--- src/rtl/lpm_pkg.sv ---
package lpm_pkg;

   typedef enum logic [2:0] {
      M_RUN      = 3'd0,
      M_SLOWRUN  = 3'd1,
      M_SLOWWAIT = 3'd2,
      M_SLOWSTOP = 3'd3,
      M_LEAKSTOP = 3'd4,
      M_DEEP3    = 3'd5,
      M_DEEP2    = 3'd6,
      M_DEEP1    = 3'd7
   } lp_mode_e;

   localparam logic [1:0] RS_FULL = 2'b00;
   localparam logic [1:0] RS_SLOW = 2'b10;

   localparam logic [2:0] SS_PLAIN = 3'b000;
   localparam logic [2:0] SS_SLOW  = 3'b010;
   localparam logic [2:0] SS_LEAK  = 3'b011;
   localparam logic [2:0] SS_DEEP  = 3'b100;

   function automatic logic is_deep(lp_mode_e m);
      return (m == M_DEEP3) || (m == M_DEEP2) || (m == M_DEEP1);
   endfunction

   function automatic logic is_latched(lp_mode_e m);
      return (m == M_LEAKSTOP) || is_deep(m);
   endfunction

endpackage

--- src/rtl/lpm_wake_detect.sv ---
module lpm_wake_detect #(
   parameter int WAKE_W = 4
) (
   input  logic [WAKE_W-1:0] src,
   input  logic [WAKE_W-1:0] en,
   output logic              hit
);

   logic [WAKE_W-1:0] qual;

   generate
      for (genvar i = 0; i < WAKE_W; i++) begin : g_line
         assign qual[i] = src[i] & en[i];
      end
   endgenerate

   assign hit = |qual;

endmodule

--- src/rtl/lpm_settle_timer.sv ---
module lpm_settle_timer #(
   parameter int SETTLE_CYCLES = 4
) (
   input  logic clk,
   input  logic rst_n,
   input  logic run_now,
   input  logic run_next,
   output logic reg_ok
);

   localparam int CW = $clog2(SETTLE_CYCLES + 1);
   localparam logic [CW-1:0] LAST = CW'(SETTLE_CYCLES - 1);

   logic [CW-1:0] cnt_q;

   always_ff @(posedge clk or negedge rst_n) begin
      if (!rst_n) begin
         cnt_q  <= '0;
         reg_ok <= 1'b1;
      end else if (!run_next) begin
         cnt_q  <= '0;
         reg_ok <= 1'b0;
      end else if (run_now && !reg_ok) begin
         if (cnt_q == LAST) begin
            reg_ok <= 1'b1;
         end else begin
            cnt_q <= cnt_q + 1'b1;
         end
      end
   end

   // regulator status never high outside full run
   a_r10_low_off_run: assert property (@(posedge clk) disable iff (!rst_n)
      !run_now |-> !reg_ok);

   // status only rises after at least one settled cycle in full run
   a_r10_rise_in_run: assert property (@(posedge clk) disable iff (!rst_n)
      $rose(reg_ok) |-> (run_now && $past(run_now)));

endmodule

--- src/rtl/lpm_mode_fsm.sv ---
module lpm_mode_fsm
   import lpm_pkg::*;
(
   input  logic      clk,
   input  logic      rst_n,
   input  logic [1:0] run_sel,
   input  logic      allow_lp,
   input  logic [2:0] stop_sel,
   input  logic [1:0] deep_lvl,
   input  logic      deep_sleep,
   input  logic      sleep_req,
   input  logic      irq,
   input  logic      wake_on_irq,
   input  logic      wake_hit,
   output lp_mode_e  mode_q,
   output lp_mode_e  mode_d,
   output logic      lp_run_q,
   output logic      err_q
);

   logic deep_req, light_req, err_d;

   assign deep_req  = sleep_req &&  deep_sleep;
   assign light_req = sleep_req && !deep_sleep;

   always_comb begin
      mode_d = mode_q;
      err_d  = 1'b0;
      case (mode_q)
         M_RUN: begin
            if (deep_req) begin
               case (stop_sel)
                  SS_SLOW: begin
                     if (allow_lp) mode_d = M_SLOWSTOP;
                     else          err_d  = 1'b1;
                  end
                  SS_LEAK: mode_d = M_LEAKSTOP;
                  SS_DEEP: begin
                     case (deep_lvl)
                        2'b11:   mode_d = M_DEEP3;
                        2'b10:   mode_d = M_DEEP2;
                        2'b01:   mode_d = M_DEEP1;
                        default: err_d  = 1'b1;
                     endcase
                  end
                  default: err_d = 1'b1;
               endcase
            end else if (!light_req && run_sel == RS_SLOW && allow_lp) begin
               mode_d = M_SLOWRUN;
            end
         end
         M_SLOWRUN: begin
            if (irq && wake_on_irq) begin
               mode_d = M_RUN;
            end else if (run_sel == RS_FULL) begin
               mode_d = M_RUN;
            end else if (light_req) begin
               mode_d = M_SLOWWAIT;
            end else if (deep_req) begin
               case (stop_sel)
                  SS_PLAIN, SS_SLOW: mode_d = M_SLOWSTOP;
                  SS_LEAK:           mode_d = M_LEAKSTOP;
                  default:           err_d  = 1'b1;
               endcase
            end
         end
         M_SLOWWAIT, M_SLOWSTOP: begin
            if (irq) mode_d = wake_on_irq ? M_RUN : M_SLOWRUN;
         end
         default: begin
            if (wake_hit) mode_d = M_RUN;
         end
      endcase
   end

   always_ff @(posedge clk or negedge rst_n) begin
      if (!rst_n) begin
         mode_q   <= M_RUN;
         lp_run_q <= 1'b0;
         err_q    <= 1'b0;
      end else begin
         mode_q   <= mode_d;
         lp_run_q <= (mode_d == M_SLOWRUN);
         err_q    <= err_d;
      end
   end

   // without the allow bit full run never reaches a slow mode
   a_r2_allow_gate: assert property (@(posedge clk) disable iff (!rst_n)
      (mode_q == M_RUN && !allow_lp) |=> (mode_q != M_SLOWRUN && mode_q != M_SLOWSTOP));

   // leakage stops hold until an enabled wake line fires
   a_r6_latched_hold: assert property (@(posedge clk) disable iff (!rst_n)
      (is_latched(mode_q) && !wake_hit) |=> $stable(mode_q));

   // deep stop levels are reached only from full run
   a_r7_deep_src: assert property (@(posedge clk) disable iff (!rst_n)
      (mode_q != M_RUN && !is_deep(mode_q)) |=> !is_deep(mode_q));

   // an error pulse comes with an unchanged mode
   a_r8_err_hold: assert property (@(posedge clk) disable iff (!rst_n)
      err_q |-> (mode_q == $past(mode_q)));

   // slow run flag agrees with the mode register
   a_r9_lp_flag: assert property (@(posedge clk) disable iff (!rst_n)
      (mode_q == M_SLOWRUN) |-> lp_run_q);

endmodule

--- src/rtl/lpm_mode_ctrl.sv ---
module lpm_mode_ctrl
   import lpm_pkg::*;
#(
   parameter int WAKE_W        = 4,
   parameter int SETTLE_CYCLES = 4
) (
   input  logic              clk,
   input  logic              rst_n,
   input  logic [1:0]        run_sel,
   input  logic              allow_lp,
   input  logic [2:0]        stop_sel,
   input  logic [1:0]        deep_lvl,
   input  logic              deep_sleep,
   input  logic              sleep_req,
   input  logic              irq,
   input  logic              wake_on_irq,
   input  logic [WAKE_W-1:0] wake_src,
   input  logic [WAKE_W-1:0] wake_en,
   output logic [2:0]        mode,
   output logic              lp_run_stat,
   output logic              reg_run_stat,
   output logic              entry_err
);

   generate
      if (WAKE_W < 1 || WAKE_W > 32) begin : g_bad_wake_w
         $error("lpm_mode_ctrl: WAKE_W must be 1..32");
      end
      if (SETTLE_CYCLES < 1) begin : g_bad_settle
         $error("lpm_mode_ctrl: SETTLE_CYCLES must be at least 1");
      end
   endgenerate

   logic     wake_hit;
   lp_mode_e mode_q, mode_d;

   lpm_wake_detect #(.WAKE_W(WAKE_W)) u_wake (
      .src (wake_src),
      .en  (wake_en),
      .hit (wake_hit)
   );

   lpm_mode_fsm u_fsm (
      .clk         (clk),
      .rst_n       (rst_n),
      .run_sel     (run_sel),
      .allow_lp    (allow_lp),
      .stop_sel    (stop_sel),
      .deep_lvl    (deep_lvl),
      .deep_sleep  (deep_sleep),
      .sleep_req   (sleep_req),
      .irq         (irq),
      .wake_on_irq (wake_on_irq),
      .wake_hit    (wake_hit),
      .mode_q      (mode_q),
      .mode_d      (mode_d),
      .lp_run_q    (lp_run_stat),
      .err_q       (entry_err)
   );

   lpm_settle_timer #(.SETTLE_CYCLES(SETTLE_CYCLES)) u_settle (
      .clk      (clk),
      .rst_n    (rst_n),
      .run_now  (mode_q == M_RUN),
      .run_next (mode_d == M_RUN),
      .reg_ok   (reg_run_stat)
   );

   assign mode = mode_q;

endmodule

--- config.mk ---
export PLATFORM = sky130hd
export DESIGN_NAME = lpm_mode_ctrl
export DESIGN_NICKNAME = d
export VERILOG_FILES = /design/src/rtl/lpm_pkg.sv /design/src/rtl/lpm_wake_detect.sv /design/src/rtl/lpm_settle_timer.sv /design/src/rtl/lpm_mode_fsm.sv /design/src/rtl/lpm_mode_ctrl.sv
export SDC_FILE = /design/constraint.sdc
export NUM_CORES = 1
export LEC_CHECK = 0
export BUFFER_PORTS_ARGS = -buffer_cell sky130_fd_sc_hd__buf_2
export CAP_MARGIN = 20
export CORE_MARGIN = 1.5
export CORE_UTILIZATION = 40
export DETAILED_ROUTE_END_ITERATION = 16
export PLACE_DENSITY = 0.78
export SLEW_MARGIN = 20
export SYNTH_ARGS = -nofsm -noshare
export SYNTH_HDL_FRONTEND = slang
export SYNTH_HIERARCHICAL = 1
export SYNTH_SLANG_ARGS = --single-unit
--- constraint.sdc ---
create_clock -name clk -period 3.4 [get_ports clk]
set_input_delay 1.02 -clock clk [delete_from_list [all_inputs] [get_ports clk]]
set_output_delay 1.02 -clock clk [all_outputs]
set_load 0.01 [all_outputs]
==> impl_results.md, run 1 <==
- Post-DRT Antenna Nets: 0
- Core area: 1730 sq um
- Power Dens Cells: 507 nW/um^2
- Fin cells: 136
- DRT Pass-1 Iters: 4
- Post-synth cell types: 33
- Final hold viol count: 0
- Layout net count: 140
- Reg2reg path depth: 8
- I/O Buffers: 27
- Sink Count: 9
- Max Cap Viol: 0
- Post-CTS Setup Bufs: 0
- Critical-path cell list: buf_2, inv_1, ha_1, mux2i_1, o32ai_1, nand3_1, o311ai_1, a21o_1, nor3_2, nand2b_1, mux2i_1
- Share of layout cells above drive strength 1: 0.333
- I/O pin count: 28
- Die X-Extent: 45.7 microns
- Fmax: 381 MHz
- Setup Skew: 4.37 ps
- # rows: 15
- Clock slew at reported path FFs: 60 ps
- Synthesized Nets: 109
- Gpl congestion: 0.941
- CTS max path bufs: 2
- Worst-Skew Late Latency: 250 ps
- H-tree Lvls: 1
- Synth Warn #: 6
- Vias: 700
- VDD IR-drop max: 0.227 mV
- Worst hold path startpoint: u_settle/cnt_q[2]
- WP data arrival: 2800 ps
- Routed Wire Length: 1570 microns
- Critical path endpoint category: flip-flop
- Hold_buf cts: 0
- Crit path to: u_settle/cnt_q[0]
- CP max stage cell: nor3_2
- Placed inst area: 893 sq um
- Global-route wire length before repair: 2640 microns
- Initial DRC count: 20
- CTS resizes: 0
- Leakage power: 0.465 nW
- CP dominant cell by count: mux2i_1
- Critical path type: in2reg
- End of the worst register-to-register path: u_settle/cnt_q[0]
- Die H: 45.7 microns
- Finished Core Util: 0.533
- Die Area: 2090 sq um
- Placed Cells: 132
- Ys async rst share: 1.00
- Filler instances: 177
- Most frequent cells in the layout: buf_2 (27), nand2_1 (11), dfrtp_1 (8)
- Vias in the first global route: 688
- CP required: 3570 ps
- CTS Buf Count: 3
- Starting density of the core: 0.423
- Total global routing track utilization: 0.171
- Synth Cell Area: 731 sq um
- Syn avg cell area: 9.02 sq um
- Area leader, netlist: dfrtp_1
- Seq/Total Area, Yosys: 0.310
- CTS tree: done
- Routed WL per cell: 11.6 microns
- Vias per cell: 5.15
- Worst hold path class: reg2reg
- GR Overflow Total: 0
- CP Launch Point: deep_lvl[1]
- Detailed Place HPWL: 1270 microns
- TNS Setup: 0 ps
- Ant. Diodes: 0
- Root Driver: clkbuf_4
- Synth top area share: 0.274
- Cell count of the worst hold path: 2
- RSZ-0062 raised after global routing: no
- Worst Path Max Fanout: 7
- Final setup vio count: 0
- Largest net degree at the start of global routing: 11
- Fin area: 920 sq um
- Rel. slew slack: 0.732
- CP peak stage delay: 380 ps
- DRC viols: 0
- Tmin final: 2630 ps
- Commonest non-fill, non-tap cell in the layout: buf_2
- Area grow syn2layout: 25.9%
- Synth top area cells: dfrtp_1 (27%), ha_1 (10%), nand2_1 (5.7%)
- #FFs+latches synth: 9
- Worst slew pin tran: 400 ps
- Initial antenna violation count: 0
- Fin. max-slew vios: 0
- Reg2reg start: u_fsm/mode_q[1]
- Status: completed
- CP startpoint kind: primary input
- Synth Flop Type: dfrtp_1
- Synth Instances: 81
- Period utilization: 0.773
- Number of enable flip-flop cells after synthesis: 0
- Setup slack, reg-to-reg: 1480 ps
==> report_power, final <==
group / internal, W / switching (W) / leakage, nW / total [W]
clock: 0.0000451 / 0.0000357 / 0.0150 / 0.0000808
sequential: 0.000144 / 0.0000299 / 0.116 / 0.000174
combinational: 0.000108 / 0.000104 / 0.333 / 0.000212
==> metrics by stage <==
step                      hold WS (ps)  setup slack, ps  power [W]
after floorplan                    507              878   0.000326
after global placement             528              645   0.000380
after detailed placement           533              506   0.000388
after CTS                          542              773   0.000472
after global routing               579              590   0.000510
final                              542              773   0.000466
==> per-layer routing <==
metal	track usage	vias up	wire length (microns)	part of all wire
met5	0	-	0	0
met4	0.0343	0	0	0
met1	0.204	328	726	0.46
met3	0.0238	0	57	0.036
met2	0.321	16	788	0.50
li1	-	356	-	-
==> worst min-delay path by stage <==
stage | endpoint | slack [ps]
after floorplan | u_settle/cnt_q[2] | 510
after global placement | u_settle/cnt_q[2] | 530
after detailed placement | u_settle/cnt_q[2] | 530
after CTS | u_settle/cnt_q[2] | 540
after global routing | u_settle/cnt_q[2] | 580
final | u_settle/cnt_q[2] | 540
==> state kept, by name (all words and copies together) (netlist names) <==
| signal | cells |
|---|---|
| u_fsm/mode_q | 3 |
| u_fsm/lp_run_q | 1 |
| u_settle/cnt_q | 3 |
| u_settle/reg_ok | 1 |
| u_fsm/err_q | 1 |
==> cell families (layout without fill, tap and decap cells) <==
logic type	count (synthesis)	count (layout)	synth area share
multiplexers	4	4	0.0548
flip-flops	9	9	0.310
AO/OA/AOI/OAI	20	20	0.192
AND/OR/NAND/NOR	37	37	0.315
adder cells (fa/ha/maj)	6	6	0.103
buffers and inverters	5	35	0.0257
==> synthesized netlist by cell type (2+ instances only) <==
master    count
mux2i_1       4
nor2_1        4
a21o_1        2
inv_1         4
dfrtp_1       8
nand2_1      11
nand3b_1      2
o21ai_0       4
and2_1        2
nand2b_1      4
nor3_2        2
nor2b_1       3
ha_1          6
a21oi_1       4
a22oi_1       2
o211ai_1      2
==> area by class of cell <==
cell class	count	area [sq um]	share of cell area
clock buffer	4	26.3	0.0286
inverter	4	15.0	0.0163
multi-input combinational	67	485	0.528
sequential	9	226	0.246
tap	25	31.3	0.0340
timing repair buffer	27	135	0.147
==> worst max-delay path: cells and delay by family <==
kind | cells | cell delay, ps
simple gates | 3 | 580
compound gates | 3 | 450
mux | 2 | 340
fa+ha+maj | 1 | 220
buf+inv | 2 | 200
Power figures use the tool's default switching activity.
==> run 2, diff against run 1 <==
--- a/config.mk
+++ b/config.mk
@@ -10,7 +10,7 @@
 export CORE_MARGIN = 1.5
 export CORE_UTILIZATION = 40
 export DETAILED_ROUTE_END_ITERATION = 16
-export PLACE_DENSITY = 0.78
+export PLACE_DENSITY = 0.81
 export SLEW_MARGIN = 20
 export SYNTH_ARGS = -nofsm -noshare
 export SYNTH_HDL_FRONTEND = slang
==> constraint.sdc (replaced) <==
create_clock -name clk -period 2.4 [get_ports clk]
set_input_delay 0.72 -clock clk [delete_from_list [all_inputs] [get_ports clk]]
set_output_delay 0.72 -clock clk [all_outputs]
set_load 0.01 [all_outputs]
==> run 2 against run 1 <==
Effect of this change: global-route usage shrank 0.67 points; clock-buffer cell count shrank 1; sequential share of layout area shrank 0.59 points; worst setup slack lost 580 ps; combinational power grew 52%; worst hold slack lost 250 ps; total power grew 47%; clock skew shrank 3.5 ps; largest power group unchanged.
==> impl_results.md, run 2 (synthesis gave the netlist of run 1 again) <==
- Vias in the first global route: 653 (was 688)
- Share of layout cells above drive strength 1: 0.354 (was 0.333)
- DRT Pass-1 Iters: 4 (unchanged)
- CTS tree: done (unchanged)
- Initial DRC count: 10 (was 20)
- I/O pin count: 28 (unchanged)
- Reg2reg path depth: 8 (unchanged)
- Post-CTS Setup Bufs: 0 (unchanged)
- Post-DRT Antenna Nets: 0 (unchanged)
- Final hold viol count: 0 (unchanged)
- DRC viols: 0 (unchanged)
- Worst Path Max Fanout: 7 (unchanged)
- Vias: 743 (was 700)
- Fin. max-slew vios: 0 (unchanged)
- CP startpoint kind: primary input (unchanged)
- VDD IR-drop max: 0.409 mV (was 0.227 mV)
- Total global routing track utilization: 0.164 (was 0.171)
- Routed WL per cell: 12.2 microns (was 11.6 microns)
- Area grow syn2layout: 28.9% (was 25.9%)
- CTS Buf Count: 3 (unchanged)
- Worst-Skew Late Latency: 260 ps (was 250 ps)
- Worst slack, placed: -185 ps (was 506 ps)
- # rows: 15 (unchanged)
- NetSw: 0.000259 W (was 0.000170 W)
- Hold_buf cts: 0 (unchanged)
- Final WS setup: 197 ps (was 773 ps)
- Max Cap Viol: 0 (unchanged)
- Reg power frac: 0.364 (was 0.372)
- I/O Buffers: 27 (unchanged)
- Clock slew at reported path FFs: 60 ps (about the same)
- Setup slack, reg-to-reg: 550 ps (was 1480 ps)
- TNS Setup: 0 ps (unchanged)
- End of the worst register-to-register path: u_settle/cnt_q[1] (was u_settle/cnt_q[0])
- Clock Power Share: 0.167 (was 0.173)
- WP data arrival: 2380 ps (was 2800 ps)
- Worst hold path class: in2async (was reg2reg)
- Critical-path cell list: buf_2, inv_1, ha_1, mux2i_1, o32ai_1, nand3_1, o311ai_1, a21o_1, nor3_4, nand2_1, mux2i_1 (was buf_2, inv_1, ha_1, mux2i_1, o32ai_1, nand3_1, o311ai_1, a21o_1, nor3_2, nand2b_1, mux2i_1)
- Delay-heaviest family, CP: simple AND/OR/NAND/NOR gates (unchanged)
- Commonest non-fill, non-tap cell in the layout: buf_2 (unchanged)
- Combinational power share: 0.470 (was 0.455)
- RSZ-0062 raised after global routing: no (unchanged)
- Top Registers: u_fsm/mode_q: 3 flops, u_settle/cnt_q: 3 flops (unchanged)
- Detailed Place HPWL: 1340 microns (was 1270 microns)
- Sink Count: 9 (unchanged)
- Setup Skew: 0.900 ps (was 4.37 ps)
- Initial antenna violation count: 0 (unchanged)
- Global-route wire length before repair: 2480 microns (was 2640 microns)
- Final setup vio count: 0 (unchanged)
- Int Pwr: 0.000426 W (was 0.000297 W)
- Root Driver: clkbuf_4 (unchanged)
- CP peak stage delay: 290 ps (was 380 ps)
- Routed Wire Length: 1690 microns (was 1570 microns)
- Overall power: 0.000685 W (was 0.000466 W)
- Rel. slew slack: 0.794 (was 0.732)
- Switching Share: 0.378 (was 0.364)
- Die X-Extent: 45.7 microns (unchanged)
- CTS max path bufs: 2 (unchanged)
- H-tree Lvls: 1 (unchanged)
- Gpl congestion: 0.902 (was 0.941)
- Starting density of the core: 0.423 (unchanged)
- Fmax: 454 MHz
- CP required: 2580 ps (was 3570 ps)
- Worst Path Buf+Inv: 2 (unchanged)
- CP dominant cell by count: mux2i_1 (unchanged)
- Layout net count: 142 (was 140)
- Reg2reg start: u_fsm/mode_q[1] (unchanged)
- Core area: 1730 sq um (unchanged)
- Critical path endpoint category: flip-flop (unchanged)
- Tmin final: 2200 ps
- Worst slew pin tran: 305 ps (was 400 ps)
- Vias per cell: 5.38 (was 5.15)
- Status: completed (unchanged)
- Critical path type: in2reg (unchanged)
- Die Area: 2090 sq um (unchanged)
- Ant. Diodes: 0 (unchanged)
- Power Dens Cells: 727 nW/um^2 (was 507 nW/um^2)
- CP max stage cell: nor3_4 (was nor3_2)
- GR Overflow Total: 0 (unchanged)
- Most frequent cells in the layout: buf_2 (27), nand2_1 (11), dfrtp_1 (8) (unchanged)
- Leakage power: 0.481 nW (was 0.465 nW)
- Largest net degree at the start of global routing: 11 (unchanged)
- Die H: 45.7 microns (unchanged)
- Period utilization: 0.918
- Filler instances: 181 (was 177)
-- run 2: repair_timing --
item / 4_1_cts / 5_1_grt
endpoints found under the setup margin: 0 / 1
hold endpoints to repair: 0 / 0
gates resized for setup: 0 / 1
-- run 2: cell type report --
class                      count  area (sq um)  area share
clock buffer                   3          22.5      0.0239
clock inverter                 1          5.00     0.00531
inverter                       4          15.0      0.0159
multi-input combinational     67           492       0.522
sequential                     9           226       0.240
tap                           25          31.3      0.0332
timing repair buffer          29           150       0.159
-- run 2: how the worst max path moves through the flow --
stage                              to   startpoint  cells past startpoint
CTS                 u_settle/cnt_q[1]  deep_lvl[1]                     11
global placement    u_settle/cnt_q[1]  deep_lvl[0]                     11
finish              u_settle/cnt_q[1]  deep_lvl[1]                     11
global route        u_settle/cnt_q[1]  deep_lvl[0]                     11
detailed placement  u_settle/cnt_q[1]  deep_lvl[1]                     11
floorplan           u_settle/cnt_q[0]  deep_lvl[1]                     10
-- run 2: power by group through the flow --
| stage | clock network (W) | logic [W] | registers (W) |
|---|---|---|---|
| 2_1_floorplan | 0 | 0.000212 | 0.000250 |
| 3_3_place_gp | 0 | 0.000295 | 0.000247 |
| 3_5_place_dp | 0 | 0.000313 | 0.000249 |
| 4_1_cts | 0.000122 | 0.000315 | 0.000246 |
| 5_1_grt | 0.000129 | 0.000352 | 0.000256 |
| 6_report | 0.000114 | 0.000322 | 0.000249 |
-- run 2: metal layers --
layer  vias to the layer above  GRT usage  wire (microns)
met5                         -          0               0
met4                         0     0.0514              31
met3                         4     0.0476              89
met2                        30      0.299             858
met1                       343      0.181             709
li1                        366          -               -
-- run 2: stage by stage --
stage | cell area, sq um | util | hold WS, ps | std cells
after global routing | 942 | 0.546 | 290 | 138
final | 942 | 0.546 | 296 | 138
after global placement | 908 | 0.526 | 526 | 134
after detailed placement | 908 | 0.526 | 542 | 134
after floorplan | 731 | - | 424 | 81
after CTS | 936 | 0.542 | 288 | 138
==> run 3, diff against run 2 <==
--- a/config.mk
+++ b/config.mk
@@ -10,6 +10,7 @@
 export CORE_MARGIN = 1.5
 export CORE_UTILIZATION = 40
 export DETAILED_ROUTE_END_ITERATION = 16
+export MAX_ROUTING_LAYER = met4
 export PLACE_DENSITY = 0.81
 export SLEW_MARGIN = 20
 export SYNTH_ARGS = -nofsm -noshare
==> run 3 against run 2 <==
Effect of this change: global-route usage is 0.48 points higher; sequential share of layout area is the same; critical path type unchanged; critical endpoint unchanged; highest routed layer unchanged; via count fell by 0.13%; routed wire length up 0.18%.
==> impl_results.md, run 3 (synthesis gave the netlist of run 1 again) <==
- Routed Wire Length: 1690 microns (about the same)
- Core area: 1730 sq um (unchanged)
- Placed inst area: 908 sq um (unchanged)
- Commonest non-fill, non-tap cell in the layout: buf_2 (unchanged)
- Tmin final: 2210 ps (was 2200 ps)
- Starting density of the core: 0.423 (unchanged)
- Area grow syn2layout: 28.9% (unchanged)
- CTS Buf Count: 3 (unchanged)
- Post-DRT Antenna Nets: 0 (unchanged)
- Post-CTS Setup Bufs: 0 (unchanged)
- Max Cap Viol: 0 (unchanged)
- Period utilization: 0.921 (was 0.918)
- CP required: 2580 ps (about the same)
- Worst slack, placed: -185 ps (unchanged)
- Vias per cell: 5.38 (about the same)
- Die H: 45.7 microns (unchanged)
- Share of layout cells above drive strength 1: 0.354 (unchanged)
- VDD IR-drop max: 0.409 mV (about the same)
- Status: completed (unchanged)
- Top Registers: u_fsm/mode_q: 3 flops, u_settle/cnt_q: 3 flops (unchanged)
- Root Driver: clkbuf_4 (unchanged)
- DRT Pass-1 Iters: 4 (unchanged)
- Initial antenna violation count: 0 (unchanged)
- Placed Cells: 134 (unchanged)
- Global-route wire length before repair: 2480 microns (unchanged)
- Largest net degree at the start of global routing: 11 (unchanged)
- Final setup vio count: 0 (unchanged)
- Hold_buf cts: 0 (unchanged)
- CP max stage cell: nor3_4 (unchanged)
- CP Launch Point: deep_lvl[1] (unchanged)
- CP peak stage delay: 290 ps (about the same)
- Critical path endpoint category: flip-flop (unchanged)
- Gpl congestion: 0.917 (was 0.902)
- Delay-heaviest family, CP: simple AND/OR/NAND/NOR gates (unchanged)
- Most frequent cells in the layout: buf_2 (27), nand2_1 (11), dfrtp_1 (8) (unchanged)
- Ant. Diodes: 0 (unchanged)
- Fin cells: 138 (unchanged)
- CTS max path bufs: 2 (unchanged)
- Fin area: 942 sq um (unchanged)
- Final WS setup: 189 ps (was 197 ps)
- Reg2reg path depth: 8 (unchanged)
- WP data arrival: 2390 ps (was 2380 ps)
- Sink Count: 9 (unchanged)
- Detailed Place HPWL: 1340 microns (unchanged)
- Die Area: 2090 sq um (unchanged)
- Power Dens Cells: 729 nW/um^2 (was 727 nW/um^2)
- Vias in the first global route: 649 (was 653)
- Setup slack, reg-to-reg: 540 ps (was 550 ps)
- Worst Path Buf+Inv: 2 (unchanged)
- Clock slew at reported path FFs: 60 ps (about the same)
- CTS tree: done (unchanged)
- I/O pin count: 28 (unchanged)
- Leakage power: 0.481 nW (unchanged)
- Worst slew pin tran: 305 ps (about the same)
- Fmax: 452 MHz (was 454 MHz)
- Critical path type: in2reg (unchanged)
- Final hold viol count: 0 (unchanged)
- Die X-Extent: 45.7 microns (unchanged)
- Worst Path Max Fanout: 7 (unchanged)
- Setup Skew: 0.360 ps (was 0.900 ps)
- Total global routing track utilization: 0.169 (was 0.164)
- Initial DRC count: 10 (unchanged)
- Worst-Skew Late Latency: 260 ps (about the same)
- GR Overflow Total: 0 (unchanged)
- Worst hold path class: in2async (unchanged)
- CTS resizes: 0 (unchanged)
- Fin. max-slew vios: 0 (unchanged)
- Critical-path cell list: buf_2, inv_1, ha_1, mux2i_1, o32ai_1, nand3_1, o311ai_1, a21o_1, nor3_4, nand2_1, mux2i_1 (unchanged)
- Rel. slew slack: 0.793 (was 0.794)
- CP startpoint kind: primary input (unchanged)
- Routed WL per cell: 12.3 microns (was 12.2 microns)
- Vias: 742 (was 743)
- Layout net count: 142 (unchanged)
- I/O Buffers: 27 (unchanged)
- CP dominant cell by count: mux2i_1 (unchanged)
- RSZ-0062 raised after global routing: no (unchanged)
- Worst path depth: 11 (unchanged)
- Finished Core Util: 0.546 (unchanged)
- # rows: 15 (unchanged)
- Reg2reg start: u_fsm/mode_q[1] (unchanged)
- H-tree Lvls: 1 (unchanged)
- DRC viols: 0 (unchanged)
-- run 3: worst paths after layout --
path / to
worst min-delay path: u_settle/cnt_q[0]
worst max-delay path: u_settle/cnt_q[1]
max in group asynchronous: u_settle/reg_ok
worst max register to register: u_settle/cnt_q[1]
worst min register to register: u_settle/cnt_q[2]
min in group clk: u_settle/cnt_q[2]
-- run 3: stage by stage --
stage | power [W] | TNS (ps) | hold WS, ps
after floorplan | 0.000461 | 0 | 424
after global placement | 0.000542 | -28.0 | 526
after detailed placement | 0.000562 | -542 | 542
after CTS | 0.000683 | 0 | 288
after global routing | 0.000737 | 0 | 290
final | 0.000687 | 0 | 296
-- run 3: metal layers --
metal  routed length, microns  global-route usage
met1                      710               0.181
met2                      857               0.299
met3                       91              0.0476
met4                       31              0.0514
met5                        0                   -
-- run 3: layout make-up --
cell class	instances	area (sq um)
multi-input combinational	67	492
clock inverter	1	5.00
fill	181	785
sequential	9	226
inverter	4	15.0
timing repair buffer	29	150
clock buffer	3	22.5
tap	25	31.3
-- run 3: power breakdown --
group          internal [W]  total [W]  leakage [nW]  switching (W)
combinational      0.000161   0.000323         0.347       0.000162
clock             0.0000614   0.000115        0.0177      0.0000534
sequential         0.000204   0.000249         0.116      0.0000457
-- run 3: worst register-to-register path: stages (launching register included) --
cell,delay (ps)
dfrtp_1,490
mux2i_1,200
o32ai_1,110
nand3_1,90
o311ai_1,110
a21o_1,210
nor3_4,290
nand2_1,90
mux2i_1,170
